### src/rtl/phyreg_pkg.sv
package phyreg_pkg;

   localparam int REG_W     = 16;
   localparam int BUS_W     = 32;
   localparam int ADDR_W    = 8;
   localparam int NUM_CTRL  = 12;
   localparam int NUM_LANES = 4;
   localparam int IDX_W     = $clog2(NUM_CTRL);

   localparam logic [ADDR_W-1:0] STAT0_OFF = ADDR_W'(NUM_CTRL * 4);

   // register slots; the PHY decodes fields by these positions
   localparam int IX_PWR    = 0;
   localparam int IX_PLLDIV = 1;
   localparam int IX_CLK    = 2;
   localparam int IX_EMPH   = 3;
   localparam int IX_AMP    = 4;
   localparam int IX_SCALE  = 5;
   localparam int IX_SSC    = 6;
   localparam int IX_SPARE  = 7;
   localparam int IX_PLLCTL = 8;
   localparam int IX_TXCTL  = 9;
   localparam int IX_AUXPWR = 10;
   localparam int IX_AUXCFG = 11;

   // power-safe reset image: lanes idle and powered down, PLL off
   function automatic logic [REG_W-1:0] ctl_reset(input int idx);
      logic [REG_W-1:0] v;
      v = '0;
      if (idx == IX_PWR) begin
         v[8 +: NUM_LANES] = '1;
         v[4 +: NUM_LANES] = '1;
         v[0]              = 1'b1;
      end
      return v;
   endfunction

endpackage

### src/rtl/phyreg_addr_dec.sv
module phyreg_addr_dec #(
   parameter int                ADDR_W   = 8,
   parameter int                NUM_CTRL = 12,
   parameter int                IDX_W    = 4,
   parameter logic [ADDR_W-1:0] STAT0    = 8'h30
) (
   input  logic [ADDR_W-1:0] addr,
   output logic              ctrl_hit,
   output logic [IDX_W-1:0]  ctrl_idx,
   output logic              stat0_hit
);

   logic aligned;

   assign aligned   = (addr[1:0] == 2'b00);
   assign ctrl_hit  = aligned && (32'(addr[ADDR_W-1:2]) < NUM_CTRL);
   assign ctrl_idx  = addr[2 +: IDX_W];
   assign stat0_hit = (addr == STAT0);

endmodule

### src/rtl/phyreg_wmask_cell.sv
module phyreg_wmask_cell #(
   parameter int           W   = 16,
   parameter logic [W-1:0] RST = '0
) (
   input  logic         clk,
   input  logic         rst_n,
   input  logic         we,
   input  logic [W-1:0] mask,
   input  logic [W-1:0] data,
   output logic [W-1:0] q
);

   always_ff @(posedge clk or negedge rst_n) begin
      if (!rst_n) q <= RST;
      else if (we) q <= (q & ~mask) | (data & mask);
   end


   keep_bits_chk: assert property (@(posedge clk) disable iff (!rst_n)
      we |=> ((q ^ $past(q)) & ~$past(mask)) == '0);


   take_bits_chk: assert property (@(posedge clk) disable iff (!rst_n)
      we |=> ((q ^ $past(data)) & $past(mask)) == '0);


   no_write_hold_chk: assert property (@(posedge clk) disable iff (!rst_n)
      !we |=> $stable(q));

endmodule

### src/rtl/phyreg_rd_mux.sv
module phyreg_rd_mux #(
   parameter int REG_W     = 16,
   parameter int BUS_W     = 32,
   parameter int NUM_CTRL  = 12,
   parameter int IDX_W     = 4,
   parameter bit READ_FLOP = 1'b1
) (
   input  logic                      clk,
   input  logic                      rst_n,
   input  logic                      rd_en,
   input  logic                      ctrl_hit,
   input  logic [IDX_W-1:0]          ctrl_idx,
   input  logic                      stat0_hit,
   input  logic [NUM_CTRL*REG_W-1:0] ctrl_flat,
   input  logic                      pll_ready,
   output logic [BUS_W-1:0]          rdata
);

   logic [REG_W-1:0] sel_word;
   logic [BUS_W-1:0] rd_val;

   always_comb begin
      sel_word = '0;
      for (int i = 0; i < NUM_CTRL; i++) begin
         if (ctrl_idx == IDX_W'(i)) sel_word = ctrl_flat[i*REG_W +: REG_W];
      end
   end

   always_comb begin
      if (ctrl_hit)       rd_val = BUS_W'(sel_word);
      else if (stat0_hit) rd_val = BUS_W'(pll_ready);
      else                rd_val = '0;
   end

   generate
      if (READ_FLOP) begin : g_flop
         logic [BUS_W-1:0] rdata_q;

         always_ff @(posedge clk or negedge rst_n) begin
            if (!rst_n)     rdata_q <= '0;
            else if (rd_en) rdata_q <= rd_val;
         end
         assign rdata = rdata_q;


         stat_rd_chk: assert property (@(posedge clk) disable iff (!rst_n)
            (rd_en && stat0_hit) |=> rdata == BUS_W'($past(pll_ready)));


         upper_zero_chk: assert property (@(posedge clk) disable iff (!rst_n)
            rd_en |=> rdata[BUS_W-1:REG_W] == '0);


         unmapped_zero_chk: assert property (@(posedge clk) disable iff (!rst_n)
            (rd_en && !ctrl_hit && !stat0_hit) |=> rdata == '0);


         rd_hold_chk: assert property (@(posedge clk) disable iff (!rst_n)
            !rd_en |=> $stable(rdata));
      end else begin : g_comb
         assign rdata = rd_val;
      end
   endgenerate

endmodule

### src/rtl/phyreg_bank.sv
module phyreg_bank
   import phyreg_pkg::*;
#(
   parameter int  P_ADDR_W    = phyreg_pkg::ADDR_W,
   parameter int  P_BUS_W     = phyreg_pkg::BUS_W,
   parameter int  P_REG_W     = phyreg_pkg::REG_W,
   parameter int  P_NUM_LANES = phyreg_pkg::NUM_LANES,
   parameter bit  READ_FLOP   = 1'b1
) (
   input  logic                       clk,
   input  logic                       rst_n,
   input  logic                       wr_en,
   input  logic                       rd_en,
   input  logic [P_ADDR_W-1:0]        addr,
   input  logic [P_BUS_W-1:0]         wdata,
   output logic [P_BUS_W-1:0]         rdata,
   input  logic                       pll_ready,
   output logic [P_NUM_LANES-1:0]     lane_idle,
   output logic [P_NUM_LANES-1:0]     lane_pwrdn,
   output logic                       iddq_en,
   output logic                       pll_pwrdn,
   output logic [14:0]                pll_div,
   output logic [3:0]                 ref_div,
   output logic [1:0]                 rate_sel,
   output logic [2:0]                 tx_term,
   output logic [4*P_NUM_LANES-1:0]   lane_emph,
   output logic [3*P_NUM_LANES-1:0]   lane_amp,
   output logic [2*P_NUM_LANES-1:0]   lane_amp_scale,
   output logic [1:0]                 tx_mode,
   output logic [3:0]                 ssc_depth,
   output logic                       ssc_en,
   output logic [9:0]                 ssc_step,
   output logic [15:0]                spare_ctl,
   output logic [15:0]                pll_ctl,
   output logic [15:0]                tx_ctl,
   output logic                       aux_rcv_pd_sel,
   output logic                       aux_drv_pd_sel,
   output logic                       aux_idle,
   output logic                       aux_rcv_pd,
   output logic                       aux_drv_pd,
   output logic [2:0]                 aux_vcm,
   output logic [1:0]                 aux_mode,
   output logic [1:0]                 aux_amp_scale,
   output logic [2:0]                 aux_amp,
   output logic [2:0]                 aux_rterm
);

   localparam int FLAT_W = NUM_CTRL * P_REG_W;

   // elaboration-time parameter checks
   generate
      if (P_BUS_W != 2 * P_REG_W) begin : g_bad_bus
         $error("bus width must hold a mask half-word and a data half-word");
      end
      if (P_NUM_LANES < 1 || P_NUM_LANES > 4) begin : g_bad_lanes
         $error("lane fields are laid out for one to four lanes");
      end
      if (P_REG_W != REG_W || P_ADDR_W != ADDR_W) begin : g_bad_map
         $error("field map is fixed to the package register and address widths");
      end
   endgenerate

   logic              ctrl_hit;
   logic [IDX_W-1:0]  ctrl_idx;
   logic              stat0_hit;
   logic [FLAT_W-1:0] ctrl_flat;
   logic [P_REG_W-1:0] cr [NUM_CTRL];

   phyreg_addr_dec #(
      .ADDR_W   (P_ADDR_W),
      .NUM_CTRL (NUM_CTRL),
      .IDX_W    (IDX_W),
      .STAT0    (STAT0_OFF)
   ) u_dec (
      .addr      (addr),
      .ctrl_hit  (ctrl_hit),
      .ctrl_idx  (ctrl_idx),
      .stat0_hit (stat0_hit)
   );

   generate
      for (genvar i = 0; i < NUM_CTRL; i++) begin : g_reg
         logic we_i;
         assign we_i = wr_en && ctrl_hit && (ctrl_idx == IDX_W'(i));

         phyreg_wmask_cell #(
            .W   (P_REG_W),
            .RST (ctl_reset(i))
         ) u_cell (
            .clk   (clk),
            .rst_n (rst_n),
            .we    (we_i),
            .mask  (wdata[P_BUS_W-1:P_REG_W]),
            .data  (wdata[P_REG_W-1:0]),
            .q     (ctrl_flat[i*P_REG_W +: P_REG_W])
         );

         assign cr[i] = ctrl_flat[i*P_REG_W +: P_REG_W];
      end
   endgenerate

   phyreg_rd_mux #(
      .REG_W     (P_REG_W),
      .BUS_W     (P_BUS_W),
      .NUM_CTRL  (NUM_CTRL),
      .IDX_W     (IDX_W),
      .READ_FLOP (READ_FLOP)
   ) u_rd (
      .clk       (clk),
      .rst_n     (rst_n),
      .rd_en     (rd_en),
      .ctrl_hit  (ctrl_hit),
      .ctrl_idx  (ctrl_idx),
      .stat0_hit (stat0_hit),
      .ctrl_flat (ctrl_flat),
      .pll_ready (pll_ready),
      .rdata     (rdata)
   );

   // power and clocking fields
   assign lane_idle  = cr[IX_PWR][8 +: P_NUM_LANES];
   assign lane_pwrdn = cr[IX_PWR][4 +: P_NUM_LANES];
   assign iddq_en    = cr[IX_PWR][1];
   assign pll_pwrdn  = cr[IX_PWR][0];
   assign pll_div    = cr[IX_PLLDIV][14:0];
   assign tx_term    = cr[IX_CLK][10:8];
   assign rate_sel   = cr[IX_CLK][5:4];
   assign ref_div    = cr[IX_CLK][3:0];

   // per-lane drive fields
   generate
      for (genvar n = 0; n < P_NUM_LANES; n++) begin : g_lane
         assign lane_emph[4*n +: 4]      = cr[IX_EMPH][4*n +: 4];
         assign lane_amp[3*n +: 3]       = cr[IX_AMP][4*n +: 3];
         assign lane_amp_scale[2*n +: 2] = cr[IX_SCALE][2*n +: 2];
      end
   endgenerate

   assign tx_mode   = cr[IX_SCALE][9:8];
   assign ssc_depth = cr[IX_SSC][15:12];
   assign ssc_en    = cr[IX_SSC][11];
   assign ssc_step  = cr[IX_SSC][9:0];
   assign spare_ctl = cr[IX_SPARE];
   assign pll_ctl   = cr[IX_PLLCTL];
   assign tx_ctl    = cr[IX_TXCTL];

   // auxiliary channel fields
   assign aux_rcv_pd_sel = cr[IX_AUXPWR][5];
   assign aux_drv_pd_sel = cr[IX_AUXPWR][4];
   assign aux_idle       = cr[IX_AUXPWR][2];
   assign aux_rcv_pd     = cr[IX_AUXPWR][1];
   assign aux_drv_pd     = cr[IX_AUXPWR][0];
   assign aux_vcm        = cr[IX_AUXCFG][14:12];
   assign aux_mode       = cr[IX_AUXCFG][11:10];
   assign aux_amp_scale  = cr[IX_AUXCFG][9:8];
   assign aux_amp        = cr[IX_AUXCFG][6:4];
   assign aux_rterm      = cr[IX_AUXCFG][2:0];


   ignore_wr_chk: assert property (@(posedge clk) disable iff (!rst_n)
      (wr_en && !ctrl_hit) |=> $stable(ctrl_flat));


   rd_old_chk: assert property (@(posedge clk) disable iff (!rst_n)
      (rd_en && wr_en && ctrl_hit && READ_FLOP) |=>
         rdata[P_REG_W-1:0] == $past(u_rd.sel_word));

endmodule

### config.mk
export PLATFORM = sky130hd
export DESIGN_NAME = phyreg_bank
export DESIGN_NICKNAME = d
export VERILOG_FILES = /design/src/rtl/phyreg_pkg.sv /design/src/rtl/phyreg_addr_dec.sv /design/src/rtl/phyreg_wmask_cell.sv /design/src/rtl/phyreg_rd_mux.sv /design/src/rtl/phyreg_bank.sv
export SDC_FILE = /design/constraint.sdc
export NUM_CORES = 1
export LEC_CHECK = 0
export BUFFER_PORTS_ARGS = -buffer_cell sky130_fd_sc_hd__buf_2
export CAP_MARGIN = 20
export CELL_PAD_IN_SITES_DETAIL_PLACEMENT = 1
export CELL_PAD_IN_SITES_GLOBAL_PLACEMENT = 2
export CORE_MARGIN = 2
export CORE_UTILIZATION = 36
export DETAILED_ROUTE_END_ITERATION = 10
export PLACE_DENSITY_LB_ADDON = 0.1
export SETUP_SLACK_MARGIN = 0.05
export SLEW_MARGIN = 20
export SYNTH_ARGS = -nofsm -noshare
export SYNTH_HDL_FRONTEND = slang
export SYNTH_HIERARCHICAL = 1
export SYNTH_SLANG_ARGS = --single-unit
### constraint.sdc
create_clock -name clk -period 1.9 [get_ports clk]
set_clock_uncertainty 0.1 [all_clocks]
set_input_delay 0.57 -clock clk [delete_from_list [all_inputs] [get_ports clk]]
set_output_delay 0.57 -clock clk [all_outputs]
set_load 0.01 [all_outputs]
==> flow_summary.yaml, run 1 <==
synth:
  seq_area_frac_synth_pct: 46.0
  synth_top_cell_area_share_pct: 43.9
  synth.avg_cell_area_sq_um: 11.7
  ys.flop_type: "dfrtp_1"
  synth_edf_count: 0
  synth_area_sq_um: 11300
  ys_warn_count: 6
  synth_area_leaders: "dfrtp_1 44%, mux2_4 16%, mux2_2 7.9%, nand2_1 7.1%, mux2i_1 4.0%"
  synthCells: 968
  ys_ff_latch: 208
  synth_top_area_cell: "dfrtp_1"
  ys_types: 56
  ys_async_sr_fraction_pct: 100
routing:
  num_vias: 9251
  ant_nets: 0
  avgRoutedWirePerCell_microns: 25.4
  drtIter0Drc: 504
  detail_route.wirelength_microns: 43500
  viasPerCell: 5.41
  first_pass_iters: 5
  drc: 0
critical_path:
  cp.arrival_ns: 2.60
  path_class: "primary input to flip-flop"
  r2r_slack_ns: 0.10
  worst-path-max-fanout: 8
  end_kind: "flip-flop"
  worst-r2r-cell-count: 6
  reg2reg_to: "u_rd/rdata[5]"
  start_kind: "primary input"
  worstPathRequired_ns: 2.21
sta:
  rsz0062_at_grt: "yes"
  holdWs_ns: 0.358
  finalCriticalPeriod_ns: 2.29
  max_slew_margin_pct: 61.3
  setup_viol: 207
  setup_slack_ns: -0.385
  tightest_slew_ns: 0.578
  slew_viol_final: 0
  fin_crit_sh_pct: 120
  clock.fmax_mhz: 438
  hold_viol: 0
place:
  place_ws_ns: -0.878
  dp_hpwl_microns: 30700
  place_area_sq_um: 13600
  gp_congestion: 0.838
  io_buffers: 213
job:
  max_cap_violations: 0
global_routing:
  grt_max_degree: 51
  gr-max-usage-layer: "met2"
  grt_usage_pct: 25.8
  grt_pass1_vias: 9745
  grt_pass1_wl_microns: 64000
  grtUsageMet1_pct: 35.6
  met3_usage_pct: 3.75
  grt.overflow.total: 0
  antenna_found_initial: 2
  use_met2_pct: 41.7
status:
  violations: "setup timing"
  run_status: "finished, violations left"
clocking:
  cts_buffers: 25
  cts_tree: "done"
  htree_num_levels: 1
  numClockSinks: 208
  clk_latency_ns: 0.54
  clk_pin_slew_ns: 0.06
  cts.path.max_buffers: 3
  clockRootBuffer: "clkbuf_16"
floorplan:
  core_sq_um: 31300
  io_pins: 230
  rows: 65
  start_util_pct: 36.2
  fp.dieH_microns: 182
  dieWidth_microns: 182
  dieArea_sq_um: 33000
power:
  p_total_uw: 10700
  clockPowerShare_pct: 46.1
  combPwrFrac_pct: 10.6
  irDropWorstVdd_mv: 0.601
  cellPowerDensity_nw_per_um2: 687
  p_switching_uw: 2730
  p_seq_share_pct: 43.3
  sw_frac_of_total_pct: 25.6
  p_int_uw: 7930
  p_leak_uw: 0.00808
layout:
  drive_gt1_share_pct: 58.0
  synthToLayoutAreaGrowth_pct: 36.9
  final_util_pct: 49.6
  layout.nets: 1335
  fin_area_sq_um: 15500
min_path:
  holdCritStartpoint: "wdata[13]"
  hold_depth: 2
  min_path_type: "primary input to flip-flop"
## kinds of logic after synthesis
kind of cell,count (synthesis),synth area share (%)
other,1,0.0331
muxes,253,29.2
AOI/OAI and AO/OA,129,7.83
buffers and inverters,85,5.84
and+or+nand+nor,292,11.1
DFF,208,46.0
## worst max path at each step
stage | from | end | slack, ns | cells past startpoint
after floorplan | addr[1] | flip-flop | -0.55 | 8
after global placement | addr[1] | flip-flop | -0.85 | 9
after detailed placement | addr[1] | flip-flop | -0.88 | 9
after CTS | addr[1] | flip-flop | -0.29 | 9
after global routing | addr[1] | flip-flop | -0.40 | 10
final | addr[1] | flip-flop | -0.39 | 9
## cell type report
cell class,instances,area (sq um)
sequential,208,5220
inverter,9,33.8
fill,3325,15800
multi-input combinational,690,6260
clock inverter,5,78.8
antenna,1,2.50
tap,402,503
timing repair buffer,356,2680
clock buffer,40,752
## cells in the mapped netlist (4+ instances only)
cell type,count
nand2_1,216
dfrtp_1,199
mux2_4,122
mux2_2,80
mux2i_1,45
buf_6,29
buf_4,26
nor2_1,24
a21oi_1,22
o21ai_0,20
o22ai_1,20
o221ai_1,17
buf_2,14
nand3_1,10
dfstp_2,9
inv_1,9
nand2b_1,9
clkbuf_1,6
mux4_2,6
nor3_1,6
a211oi_1,5
nor2b_1,5
o21ai_1,5
a211o_1,4
a32o_1,4
a32oi_1,4
nand4b_1,4
o211ai_1,4
## routing by layer
metal | share of wire (%) | wire (microns) | vias up
met1 | 45 | 19500 | 4836
met4 | 2.9 | 1270 | 2
met5 | 0.030 | 13 | -
met2 | 48 | 20900 | 280
met3 | 4.3 | 1860 | 70
li1 | - | - | 4063
## through the flow
stage,instances,TNS [ns]
after floorplan,983,-95.55
after global routing,1711,-61.90
after CTS,1700,-38.77
after global placement,1641,-152.66
after detailed placement,1641,-159.47
final,1711,-57.90
## power groups by stage
stage / logic (uW) / registers (uW) / clock network [uW]
floorplan: 438 / 4700 / 0
global placement: 1060 / 4690 / 0
detailed placement: 1060 / 4690 / 0
CTS: 1110 / 4620 / 5040
global route: 1210 / 4630 / 5200
finish: 1130 / 4620 / 4910
## cell usage in the layout (no fill, tap or decap), types with 9 or more instances in the layout
cell type	instances
buf_2	201
dfrtp_1	195
mux2_4	126
nand2_1	109
buf_4	88
mux2_2	76
nand2_2	63
mux2i_1	45
nand2_4	44
buf_6	34
clkbuf_16	27
buf_12	24
a21oi_1	21
o22ai_1	20
o21ai_0	18
conb_1	16
nor2_1	14
nor2_4	9
dfstp_2	9
inv_1	9
o221ai_1	9
## critical path, stage by stage
cell and delay (ns):
buf_6 0.09, or4_4 0.57, a21oi_4 0.17, nand4b_1 0.21, buf_6 0.21, nor2_2 0.16
buf_6 0.23, nand2_1 0.09, mux2_4 0.30
## repair_timing
| action | 4_1_cts | 5_1_grt |
|---|---|---|
| buffers inserted | 13 | 9 |
| endpoints found under the setup margin | 217 | 214 |
| resized for setup | 129 | 96 |
| hold endpoints to repair | 21 | 0 |
| pin swaps | 2 | 13 |
| cloned | 1 | 2 |
| hold buffers | 1 | 0 |
(Power assumes the default switching activity.)
==> run 2, diff against run 1 <==
--- a/config.mk
+++ b/config.mk
@@ -13,6 +13,7 @@
 export CORE_UTILIZATION = 36
 export DETAILED_ROUTE_END_ITERATION = 10
 export PLACE_DENSITY_LB_ADDON = 0.1
+export RECOVER_POWER = 100
 export SETUP_SLACK_MARGIN = 0.05
 export SLEW_MARGIN = 20
 export SYNTH_ARGS = -nofsm -noshare
==> run 2 against run 1 <==
The run still ends with setup timing left; clock-buffer cell count is the same; via count shrank 0.31%; register-to-register slack hardly changed; non-clock buffer count unchanged; utilization shrank 0.76 points; first-iteration DRC count up 2.4%; flip-flop and latch count unchanged; global-route usage stayed put; cell area shrank 1.5%; sequential power about the same; clock power is essentially flat; critical path depth did not move.
==> flow_summary.yaml, run 2 (same netlist as run 1, synthesis figures left out) <==
sta:
  hold_viol: 0
  tightest_slew_ns: 1.13
  fin_crit_sh_pct: 120
  finalCriticalPeriod_ns: 2.29
  max_slew_margin_pct: 24.9
  slew_viol_final: 0
  rsz0062_at_grt: "yes"
  setup_viol: 206
  clock.fmax_mhz: 438
  holdWs_ns: 0.358
  setup_tns_ns: -57.58
  setup_slack_ns: -0.386
critical_path:
  cpMostUsedCell: "buf_6"
  end_kind: "flip-flop"
  worst-path-max-fanout: 8
  worst-r2r-cell-count: 6
  path_class: "primary input to flip-flop"
  r2r_slack_ns: 0.09
  worstPathRequired_ns: 2.21
  cp.arrival_ns: 2.60
  cpMaxStageDelayCell: "or4_4"
  crit_chain: "buf_6, or4_4, a21oi_4, nand4b_1, buf_6, nor2_2, buf_6, nand2_1, mux2_4"
  slowest_delay_ns: 0.56
  start_kind: "primary input"
  startpoint: "addr[1]"
  reg2reg_to: "u_rd/rdata[5]"
layout:
  regArea_sq_um: 5220
  final_cell_mix: "199 x dfrtp_1, 164 x clkbuf_1, 126 x mux2_4"
  synthToLayoutAreaGrowth_pct: 34.8
  layout.nets: 1335
  multi_input_area_sq_um: 6260
  final_common_cell: "dfrtp_1"
  fillCellCount: 3384
  final_cells: 1711
  drive_gt1_share_pct: 45.3
global_routing:
  grt_pass1_wl_microns: 64000
  grt_usage_pct: 25.8
  antenna_found_initial: 2
  grt_max_degree: 51
  grt_pass1_vias: 9745
  grt.overflow.total: 0
routing:
  avgRoutedWirePerCell_microns: 25.5
  detail_route.wirelength_microns: 43600
  drtIter0Drc: 516
  viasPerCell: 5.39
  drc: 0
  first_pass_iters: 5
  ant_nets: 0
  num_vias: 9222
status:
  violations: "setup timing"
  run_status: "finished, violations left"
place:
  place_ws_ns: -0.878
  dp_hpwl_microns: 30700
  gp_congestion: 0.838
  io_buffers: 213
  placedCellCount: 1641
job:
  max_cap_violations: 0
clocking:
  clockRootBuffer: "clkbuf_16"
  cts.path.max_buffers: 3
  cts_tree: "done"
  htree_num_levels: 1
  numClockSinks: 208
  cts_buffers: 25
  clk_pin_slew_ns: 0.06
  clk_latency_ns: 0.54
min_path:
  min_path_type: "primary input to flip-flop"
  holdCritStartpoint: "wdata[13]"
  hold_depth: 2
power:
  irDropWorstVdd_mv: 0.601
  cellPowerDensity_nw_per_um2: 696
  p_leak_uw: 0.00740
  p_total_uw: 10600
floorplan:
  fp.dieH_microns: 182
  io_pins: 230
  dieArea_sq_um: 33000
  start_util_pct: 36.2
  rows: 65
  core_sq_um: 31300
  dieWidth_microns: 182
-- run 2: changes by cell type in the layout (fill, tap and decap cells not counted), sizes merged --
cell / change
buf: -163
clkbuf: +163
-- run 2: power by group --
part           leakage (uW)  switching (uW)  internal (uW)
clock              0.000408            1950           2970
combinational       0.00413             691            416
sequential          0.00286            95.1           4520
-- run 2: worst max-delay path, delay by kind of cell --
family	cells	cell delay, ns
buffers and inverters	3	0.53
AOI/OAI and AO/OA	1	0.16
muxes	1	0.30
and+or+nand+nor	4	1.02
-- run 2: area by class of cell --
| cell class | count | area share [%] |
|---|---|---|
| Multi-Input combinational cell | 690 | 40.9 |
| Sequential cell | 208 | 34.1 |
| Timing Repair Buffer | 356 | 16.0 |
| Clock buffer | 40 | 4.92 |
| Tap cell | 402 | 3.29 |
| Clock inverter | 5 | 0.515 |
| Inverter | 9 | 0.221 |
| Antenna cell | 1 | 0.0164 |
-- run 2: what timing repair did --
item / in CTS / in global routing
gates resized for setup: 129 / 96
hold buffers: 1 / 0
setup buffers: 13 / 9
endpoints found under the hold margin: 21 / 0
cloned: 1 / 2
endpoints found under the setup margin: 217 / 214
pin swaps: 2 / 13
-- run 2: how the worst max path moves through the flow --
stage,to,cells after the start
after floorplan,flip-flop,8
after global placement,flip-flop,9
after detailed placement,flip-flop,9
after CTS,flip-flop,9
after global routing,flip-flop,10
final,flip-flop,9
-- run 2: metrics by stage --
step | util (%) | area [sq um]
floorplan | - | 11500
global placement | 43.4 | 13600
detailed placement | 43.4 | 13600
CTS | 47.9 | 15000
global route | 48.8 | 15300
finish | 48.8 | 15300
-- run 2: per-layer routing --
layer  track usage (%)  routed length [microns]  part of all wire [%]  vias up
li1                  -                        -                     -     4061
met1              35.6                    19700                    45     4822
met2              41.7                    20900                    48      267
met3              3.75                     1700                   3.9       70
met4              8.59                     1280                   2.9        2
met5                 0                       13                 0.030        -
